<file path="src/rtl/fir_pkg.sv">
package fir_pkg;

    typedef enum logic [1:0] {
        ST_WAIT = 2'd0,
        ST_LOAD = 2'd1,
        ST_MAC  = 2'd2,
        ST_SHOW = 2'd3
    } fir_state_e;

endpackage

</file>
<file path="src/rtl/fir_ram.sv">
module fir_ram #(
    parameter int DW    = 16,
    parameter int DEPTH = 16
) (
    input  logic                     clk,
    input  logic                     rst_n,
    input  logic                     we,
    input  logic [$clog2(DEPTH)-1:0] waddr,
    input  logic [DW-1:0]            wdata,
    input  logic [$clog2(DEPTH)-1:0] raddr_a,
    output logic [DW-1:0]            rdata_a,
    input  logic [$clog2(DEPTH)-1:0] raddr_b,
    output logic [DW-1:0]            rdata_b
);
    localparam int AW = $clog2(DEPTH);

    logic [DW-1:0] mem_q [DEPTH];
    logic [DW-1:0] mem_d [DEPTH];

    always_comb begin
        for (int i = 0; i < DEPTH; i++) begin
            mem_d[i] = mem_q[i];
        end
        if (we) begin
            mem_d[waddr] = wdata;
        end
    end

    generate
        for (genvar g = 0; g < DEPTH; g++) begin : g_word
            always_ff @(posedge clk) begin
                if (!rst_n) begin
                    mem_q[g] <= '0;
                end else begin
                    mem_q[g] <= mem_d[g];
                end
            end
        end
    endgenerate

    assign rdata_a = mem_q[raddr_a];
    assign rdata_b = mem_q[raddr_b];

    AST_WRITE_LANDS: assert property (@(posedge clk) disable iff (!rst_n)
        we |=> mem_q[$past(waddr)] == $past(wdata))
        else $error("stored word differs from written data");

    logic [AW-1:0] unused_aw;
    assign unused_aw = '0;

endmodule

</file>
<file path="src/rtl/fir_mac.sv">
module fir_mac #(
    parameter int DW    = 16,
    parameter int ACC_W = 35,
    parameter int FRAC  = 15
) (
    input  logic          clk,
    input  logic          rst_n,
    input  logic          clr,
    input  logic          en,
    input  logic [DW-1:0] coef,
    input  logic [DW-1:0] sample,
    output logic [DW-1:0] result
);
    localparam int PW = 2 * DW;
    localparam logic signed [ACC_W-1:0] SAT_HI = ACC_W'((2 ** (DW - 1)) - 1);
    localparam logic signed [ACC_W-1:0] SAT_LO = ~SAT_HI;

    typedef struct packed {
        logic signed [ACC_W-1:0] acc;
    } mac_s;

    mac_s r_q, r_d;

    logic signed [PW-1:0]    prod;
    logic signed [ACC_W-1:0] prod_ext;
    logic signed [ACC_W-1:0] scaled;

    assign prod     = $signed(coef) * $signed(sample);
    assign prod_ext = {{(ACC_W - PW){prod[PW-1]}}, prod};

    always_comb begin
        r_d = r_q;
        if (clr) begin
            r_d.acc = '0;
        end else if (en) begin
            r_d.acc = r_q.acc + prod_ext;
        end
    end

    always_ff @(posedge clk) begin
        if (!rst_n) begin
            r_q <= '0;
        end else begin
            r_q <= r_d;
        end
    end

    always_comb begin
        scaled = r_q.acc >>> FRAC;
        if (scaled > SAT_HI) begin
            result = SAT_HI[DW-1:0];
        end else if (scaled < SAT_LO) begin
            result = SAT_LO[DW-1:0];
        end else begin
            result = scaled[DW-1:0];
        end
    end

    AST_ACC_CLEARED: assert property (@(posedge clk) disable iff (!rst_n)
        clr |=> r_q.acc == '0)
        else $error("accumulator not cleared");

    AST_ACC_FROZEN: assert property (@(posedge clk) disable iff (!rst_n)
        !clr && !en |=> $stable(r_q.acc))
        else $error("accumulator moved while idle");

endmodule

</file>
<file path="src/rtl/fir_ctrl.sv">
module fir_ctrl
    import fir_pkg::*;
#(
    parameter int TAPS = 8,
    parameter int DW   = 16
) (
    input  logic                      clk,
    input  logic                      rst_n,
    input  logic                      in_valid,
    input  logic [DW-1:0]             in_data,
    output logic                      in_ready,
    output logic                      out_valid,
    input  logic                      out_ready,
    input  logic                      coef_we,
    input  logic [$clog2(TAPS)-1:0]   coef_addr,
    input  logic [DW-1:0]             coef_data,
    output logic                      ram_we,
    output logic [$clog2(TAPS):0]     ram_waddr,
    output logic [DW-1:0]             ram_wdata,
    output logic [$clog2(TAPS):0]     ram_raddr_coef,
    output logic [$clog2(TAPS):0]     ram_raddr_smp,
    output logic                      mac_clr,
    output logic                      mac_en,
    output logic                      idle
);
    localparam int PTR_W = $clog2(TAPS);
    localparam logic [PTR_W-1:0] LAST_TAP = PTR_W'(TAPS - 1);

    typedef struct packed {
        fir_state_e       state;
        logic [PTR_W-1:0] ptr;
        logic [PTR_W-1:0] tap;
        logic [DW-1:0]    sample;
    } ctrl_s;

    ctrl_s r_q, r_d;

    always_comb begin
        r_d       = r_q;
        ram_we    = 1'b0;
        ram_waddr = '0;
        ram_wdata = '0;
        mac_clr   = 1'b0;
        mac_en    = 1'b0;
        unique case (r_q.state)
            ST_WAIT: begin
                ram_we    = coef_we;
                ram_waddr = {1'b0, coef_addr};
                ram_wdata = coef_data;
                if (in_valid) begin
                    r_d.sample = in_data;
                    r_d.state  = ST_LOAD;
                end
            end
            ST_LOAD: begin
                ram_we    = 1'b1;
                ram_waddr = {1'b1, r_q.ptr};
                ram_wdata = r_q.sample;
                mac_clr   = 1'b1;
                r_d.tap   = '0;
                r_d.state = ST_MAC;
            end
            ST_MAC: begin
                mac_en = 1'b1;
                if (r_q.tap == LAST_TAP) begin
                    r_d.state = ST_SHOW;
                end else begin
                    r_d.tap = r_q.tap + PTR_W'(1);
                end
            end
            ST_SHOW: begin
                if (out_ready) begin
                    r_d.ptr   = r_q.ptr + PTR_W'(1);
                    r_d.state = ST_WAIT;
                end
            end
            default: r_d.state = ST_WAIT;
        endcase
    end

    always_ff @(posedge clk) begin
        if (!rst_n) begin
            r_q.state  <= ST_WAIT;
            r_q.ptr    <= '0;
            r_q.tap    <= '0;
            r_q.sample <= '0;
        end else begin
            r_q <= r_d;
        end
    end

    assign ram_raddr_coef = {1'b0, r_q.tap};
    assign ram_raddr_smp  = {1'b1, r_q.ptr - r_q.tap};
    assign in_ready       = (r_q.state == ST_WAIT);
    assign out_valid      = (r_q.state == ST_SHOW);
    assign idle           = in_ready && !in_valid;

    AST_ONE_IN_FLIGHT: assert property (@(posedge clk) disable iff (!rst_n)
        in_valid && in_ready |=> !in_ready)
        else $error("second sample could be taken while busy");

    AST_RESULT_HELD: assert property (@(posedge clk) disable iff (!rst_n)
        out_valid && !out_ready |=> out_valid)
        else $error("result dropped before it was taken");

    AST_IDLE_QUIET: assert property (@(posedge clk) disable iff (!rst_n)
        idle |-> !out_valid && !mac_en && !in_valid)
        else $error("idle flagged during activity");

    AST_BUSY_COEF_SAFE: assert property (@(posedge clk) disable iff (!rst_n)
        ram_we && !in_ready |-> ram_waddr[PTR_W])
        else $error("coefficient word written while busy");

endmodule

</file>
<file path="src/rtl/serial_fir8.sv">
module serial_fir8 #(
    parameter int TAPS  = 8,
    parameter int DW    = 16,
    parameter int ACC_W = 35,
    parameter int FRAC  = 15
) (
    input  logic                    clk,
    input  logic                    rst_n,
    input  logic                    in_valid,
    input  logic [DW-1:0]           in_data,
    output logic                    in_ready,
    output logic                    out_valid,
    output logic [DW-1:0]           out_data,
    input  logic                    out_ready,
    input  logic                    coef_we,
    input  logic [$clog2(TAPS)-1:0] coef_addr,
    input  logic [DW-1:0]           coef_data,
    output logic                    idle
);
    localparam int PTR_W = $clog2(TAPS);
    localparam int AW    = PTR_W + 1;
    localparam int DEPTH = 2 * TAPS;
    localparam int LAT_W = $clog2(TAPS + 4) + 1;
    localparam logic [LAT_W-1:0] LAT_EXP = LAT_W'(TAPS + 1);

    logic          ram_we;
    logic [AW-1:0] ram_waddr;
    logic [DW-1:0] ram_wdata;
    logic [AW-1:0] raddr_coef;
    logic [AW-1:0] raddr_smp;
    logic [DW-1:0] coef_rd;
    logic [DW-1:0] smp_rd;
    logic          mac_clr;
    logic          mac_en;

    fir_ctrl #(.TAPS(TAPS), .DW(DW)) u_ctrl (
        .clk            (clk),
        .rst_n          (rst_n),
        .in_valid       (in_valid),
        .in_data        (in_data),
        .in_ready       (in_ready),
        .out_valid      (out_valid),
        .out_ready      (out_ready),
        .coef_we        (coef_we),
        .coef_addr      (coef_addr),
        .coef_data      (coef_data),
        .ram_we         (ram_we),
        .ram_waddr      (ram_waddr),
        .ram_wdata      (ram_wdata),
        .ram_raddr_coef (raddr_coef),
        .ram_raddr_smp  (raddr_smp),
        .mac_clr        (mac_clr),
        .mac_en         (mac_en),
        .idle           (idle)
    );

    fir_ram #(.DW(DW), .DEPTH(DEPTH)) u_ram (
        .clk     (clk),
        .rst_n   (rst_n),
        .we      (ram_we),
        .waddr   (ram_waddr),
        .wdata   (ram_wdata),
        .raddr_a (raddr_coef),
        .rdata_a (coef_rd),
        .raddr_b (raddr_smp),
        .rdata_b (smp_rd)
    );

    fir_mac #(.DW(DW), .ACC_W(ACC_W), .FRAC(FRAC)) u_mac (
        .clk    (clk),
        .rst_n  (rst_n),
        .clr    (mac_clr),
        .en     (mac_en),
        .coef   (coef_rd),
        .sample (smp_rd),
        .result (out_data)
    );

    // Cycle counter since the last accepted sample, used only by the check below.
    logic [LAT_W-1:0] lat_q, lat_d;

    always_comb begin
        lat_d = lat_q;
        if (in_valid && in_ready) begin
            lat_d = '0;
        end else if (lat_q != '1) begin
            lat_d = lat_q + LAT_W'(1);
        end
    end

    always_ff @(posedge clk) begin
        if (!rst_n) begin
            lat_q <= '1;
        end else begin
            lat_q <= lat_d;
        end
    end

    AST_FIXED_LATENCY: assert property (@(posedge clk) disable iff (!rst_n)
        $rose(out_valid) |-> lat_q == LAT_EXP)
        else $error("result appeared at the wrong cycle");

    AST_DATA_STABLE: assert property (@(posedge clk) disable iff (!rst_n)
        out_valid && !out_ready |=> $stable(out_data))
        else $error("result changed while waiting");

endmodule

</file>
<file path="config.mk">
export PLATFORM = sky130hd
export DESIGN_NAME = serial_fir8
export DESIGN_NICKNAME = d
export VERILOG_FILES = /design/src/rtl/fir_pkg.sv /design/src/rtl/fir_ram.sv /design/src/rtl/fir_mac.sv /design/src/rtl/fir_ctrl.sv /design/src/rtl/serial_fir8.sv
export SDC_FILE = /design/constraint.sdc
export NUM_CORES = 2
export LEC_CHECK = 0
export BUFFER_PORTS_ARGS = -buffer_cell sky130_fd_sc_hd__buf_2
export CORE_ASPECT_RATIO = 0.9
export CORE_UTILIZATION = 65
export DETAILED_ROUTE_END_ITERATION = 8
export GPL_ROUTABILITY_DRIVEN = 0
export HOLD_SLACK_MARGIN = 0.1
export PLACE_DENSITY = 0.84
export SYNTH_ARGS = -nofsm -noshare
export SYNTH_HDL_FRONTEND = slang
export SYNTH_SLANG_ARGS = --single-unit
</file>
<file path="constraint.sdc">
create_clock -name clk -period 16.8 [get_ports clk]
set_input_delay 0.84 -clock clk [delete_from_list [all_inputs] [get_ports clk]]
set_output_delay 0.84 -clock clk [all_outputs]
set_load 0.02 [all_outputs]
</file>
==> results.txt <==
outcome: complete, no violations
most frequent cell on the critical path: fa_1
Post-CTS Resized: 0
clock root buffer: clkbuf_16
Pint: 1.76 mW
max-slew violation count: 0
die width: 209 um
largest net degree at the start of global routing: 111
Worst Hold Class: reg -> reg
Slew HR: 14.2%
CP Max Fanout: 32
vias in the first global route: 20700
Design Area, Final: 26800 um^2
Fin Setup TNS: 0 ps
Remaining DRCs: 0
DRT met1 WL: 22600 um
drt initial violations: 1742
setup bufs post-CTS: 0
placed inst area: 25800 um^2
CTS sink count: 318
clock network power share: 24.3%
max-cap check violation count: 0
share of post-route cells with drive strength above 1: 10.8%
number of cell rows: 67
CTS clk-pin slew, worst paths: 60 ps
Clock Skews: 26.1 ps
syn avg cell area: 9.83 um^2
Final nets: 2996
IO Count: 59
WS Path Type: reg -> reg
Net Switching: 1.22 mW
Core ar.: 37600 um^2
CTS Buf Count: 34
Bufs on Longest Clock Path: 3
Logic pwr share: 45.4%
Detail Placement HPWL: 43300 um
CP Capture Type: flip-flop
number of synthesized register bits: 318
Worst path slowest cell: mux2i_1
routed wire length: 60500 um
total vias in the final route: 18900
Synth Flop Type: dfxtp_1
P per Cell Area: 111 nW/um^2
final hold violation count: 0
Synth Instances: 2548
largest stage delay on the critical path: 960 ps
peak supply drop: 0.0971 mV
met2 WL: 29700 um
DIE AREA: 39300 um^2
DP Worst Slack: 7770 ps
f_max: 0.109 GHz
post-cts hold buffer count: 0
RSZ-0062 raised after global routing: no
post-layout min period: 9170 ps
total global-route track usage: 32.6%
CTS H-tree lvls: 2
Layout area overhead: 7.07%
sequential fraction of the synthesis area: 25.4%
first-pass GRT wire length: 102000 um
Cell variety after synth: 61
Overflow after GRT: 0
final setup vio count: 0
DR vias/cell: 6.22
WP data arrival: 9610 ps
YS warnings: 0
max layer used: met4
sequential group share of total power: 30.3%
DR WL/cell: 19.9 um
period utilization: 54.6%
Routed Antenna Nets: 0
syn nets: 3011
Worst-Skew Late Latency: 550 ps
EDFF count, synth: 0
TritonCTS clock tree: yes
n_diodes: 0
Initial Util: 66.7%
Sw Share: 41.0%
met3 WL: 5230 um
CP startpoint kind: flip-flop
async set or reset register ratio after synthesis: 0%
worst slew pin tran: 1250 ps
DRT Pass-1 Iters: 6
antenna violations before repair: 0
Layout fillers: 2610
leak pwr: 14.9 nW
chip height: 188 um
Setup WS post-layout: 7630 ps
Req. time, crit path: 17240 ps
Cell Area, Synth: 25000 um^2
Port Buf Inserts: 58
power by group through the flow:
stage | sequential, mW | combinational (mW) | clock (mW)
floorplan | 0.896 | 0.975 | 0
global placement | 0.907 | 1.28 | 0
detailed placement | 0.915 | 1.33 | 0
CTS | 0.899 | 1.34 | 0.731
global route | 0.910 | 1.49 | 0.764
finish | 0.901 | 1.35 | 0.723
kinds of logic after synthesis:
logic type / count (synthesis) / share of synthesized area, %
and+or+nand+nor: 694 / 11.5
AOI/OAI and AO/OA: 418 / 14.6
buffers and inverters: 521 / 7.89
muxes: 134 / 8.73
adders and majority gates: 423 / 30.5
DFF: 318 / 25.4
xor gates and xnor gates: 40 / 1.40
final timing paths:
| path | depth (start not counted) | endpoint | start | slack, ps |
|---|---|---|---|---|
| hold reg to reg | 2 | u_ctrl.r_q[6]$_SDFFE_PN0P_ | u_ctrl.r_q[6]$_SDFFE_PN0P_ | 470 |
| hold / removal | 2 | u_ctrl.r_q[6]$_SDFFE_PN0P_ | u_ctrl.r_q[6]$_SDFFE_PN0P_ | 470 |
| setup reg to reg | 30 | u_mac.r_q[30]$_SDFFE_PP0P_ | u_ctrl.r_q[19]$_SDFFE_PN0P_ | 7630 |
| setup / recovery | 30 | u_mac.r_q[30]$_SDFFE_PP0P_ | u_ctrl.r_q[19]$_SDFFE_PN0P_ | 7630 |
through the flow:
stage | power [mW] | util [%] | hold slack (ps) | instances
3_5_place_dp | 2.24 | 68.6 | 462 | 2980
2_1_floorplan | 1.87 | - | 444 | 2548
4_1_cts | 2.97 | 71.4 | 470 | 3036
3_3_place_gp | 2.19 | 68.6 | 454 | 2980
5_1_grt | 3.16 | 71.4 | 496 | 3036
6_report | 2.98 | 71.4 | 471 | 3036
layout by cell type, fill, tap and decap left out, types with 17 or more instances in the layout:
cell | synthesis | final
a21oi_1 | 33 | 33
o211a_1 | 256 | 256
nand2b_1 | 20 | 20
clkbuf_16 | 0 | 37
o21ai_0 | 23 | 23
mux2i_1 | 44 | 43
ha_1 | 112 | 110
o21a_1 | 18 | 18
nand2_1 | 430 | 430
mux4_2 | 64 | 64
xnor2_1 | 25 | 24
buf_2 | 16 | 57
mux2_2 | 23 | 23
a21boi_0 | 18 | 18
nor2_1 | 159 | 143
fa_1 | 311 | 311
and2_1 | 20 | 20
nor2b_1 | 17 | 17
inv_1 | 362 | 362
dfxtp_1 | 318 | 317
buf_4 | 0 | 50
per-layer routing:
| metal | track usage [%] | up-vias |
|---|---|---|
| met5 | 0 | - |
| met4 | 15.9 | 0 |
| met3 | 7.13 | 228 |
| met2 | 55.8 | 807 |
| met1 | 38.9 | 9532 |
| li1 | - | 8325 |
critical path: cells and delay by family (launching register included):
kind,cells,cell delay (ps)
mux,2,1350
simple gates,3,370
fa+ha+maj,9,4010
flops,1,370
buf+inv,7,1050
xor+xnor,2,350
compound gates,7,1560
flip-flops by register name, indices dropped and copies added (netlist names), named ones only:
| name | flops |
|---|---|
| u_ram.mem_q | 256 |
| u_ctrl.ram_raddr_coef | 3 |
| u_ctrl.r_q | 21 |
| u_mac.r_q | 35 |
synth_stat cells, types with 4 or more instances:
cell type / number / area share, %
a21oi_1: 33 / 0.66
buf_1: 6 / 0.090
buf_2: 16 / 0.32
xor2_1: 15 / 0.52
a31oi_1: 7 / 0.17
inv_1: 362 / 5.4
dfxtp_1: 318 / 25
nor2_1: 159 / 2.4
and2_1: 20 / 0.50
mux2i_1: 44 / 1.8
or2_2: 4 / 0.10
or3_1: 6 / 0.15
nand2b_1: 20 / 0.50
a21o_1: 11 / 0.33
o211a_1: 256 / 10
mux4_2: 64 / 5.8
nand2_1: 430 / 6.4
clkbuf_1: 137 / 2.1
a22oi_1: 16 / 0.48
fa_1: 311 / 25
nor3_1: 9 / 0.18
a211oi_1: 6 / 0.18
o21ai_0: 23 / 0.46
nand3_1: 12 / 0.24
nor2b_1: 17 / 0.42
ha_1: 112 / 5.6
o21a_1: 18 / 0.54
a21boi_0: 18 / 0.54
xnor2_1: 25 / 0.87
mux2_2: 23 / 1.0
o21bai_1: 4 / 0.12
final cells by class:
class,instances,area (um^2),share of cell area (%)
multi-input cells,1709,16800,62.5
clock inverters,6,47.5,0.177
clock buffers,50,995,3.71
well taps,483,604,2.25
inverters,362,1360,5.07
flip-flops and latches,318,6370,23.8
repair buffers,108,672,2.51
Power figures use the tool's default switching activity.
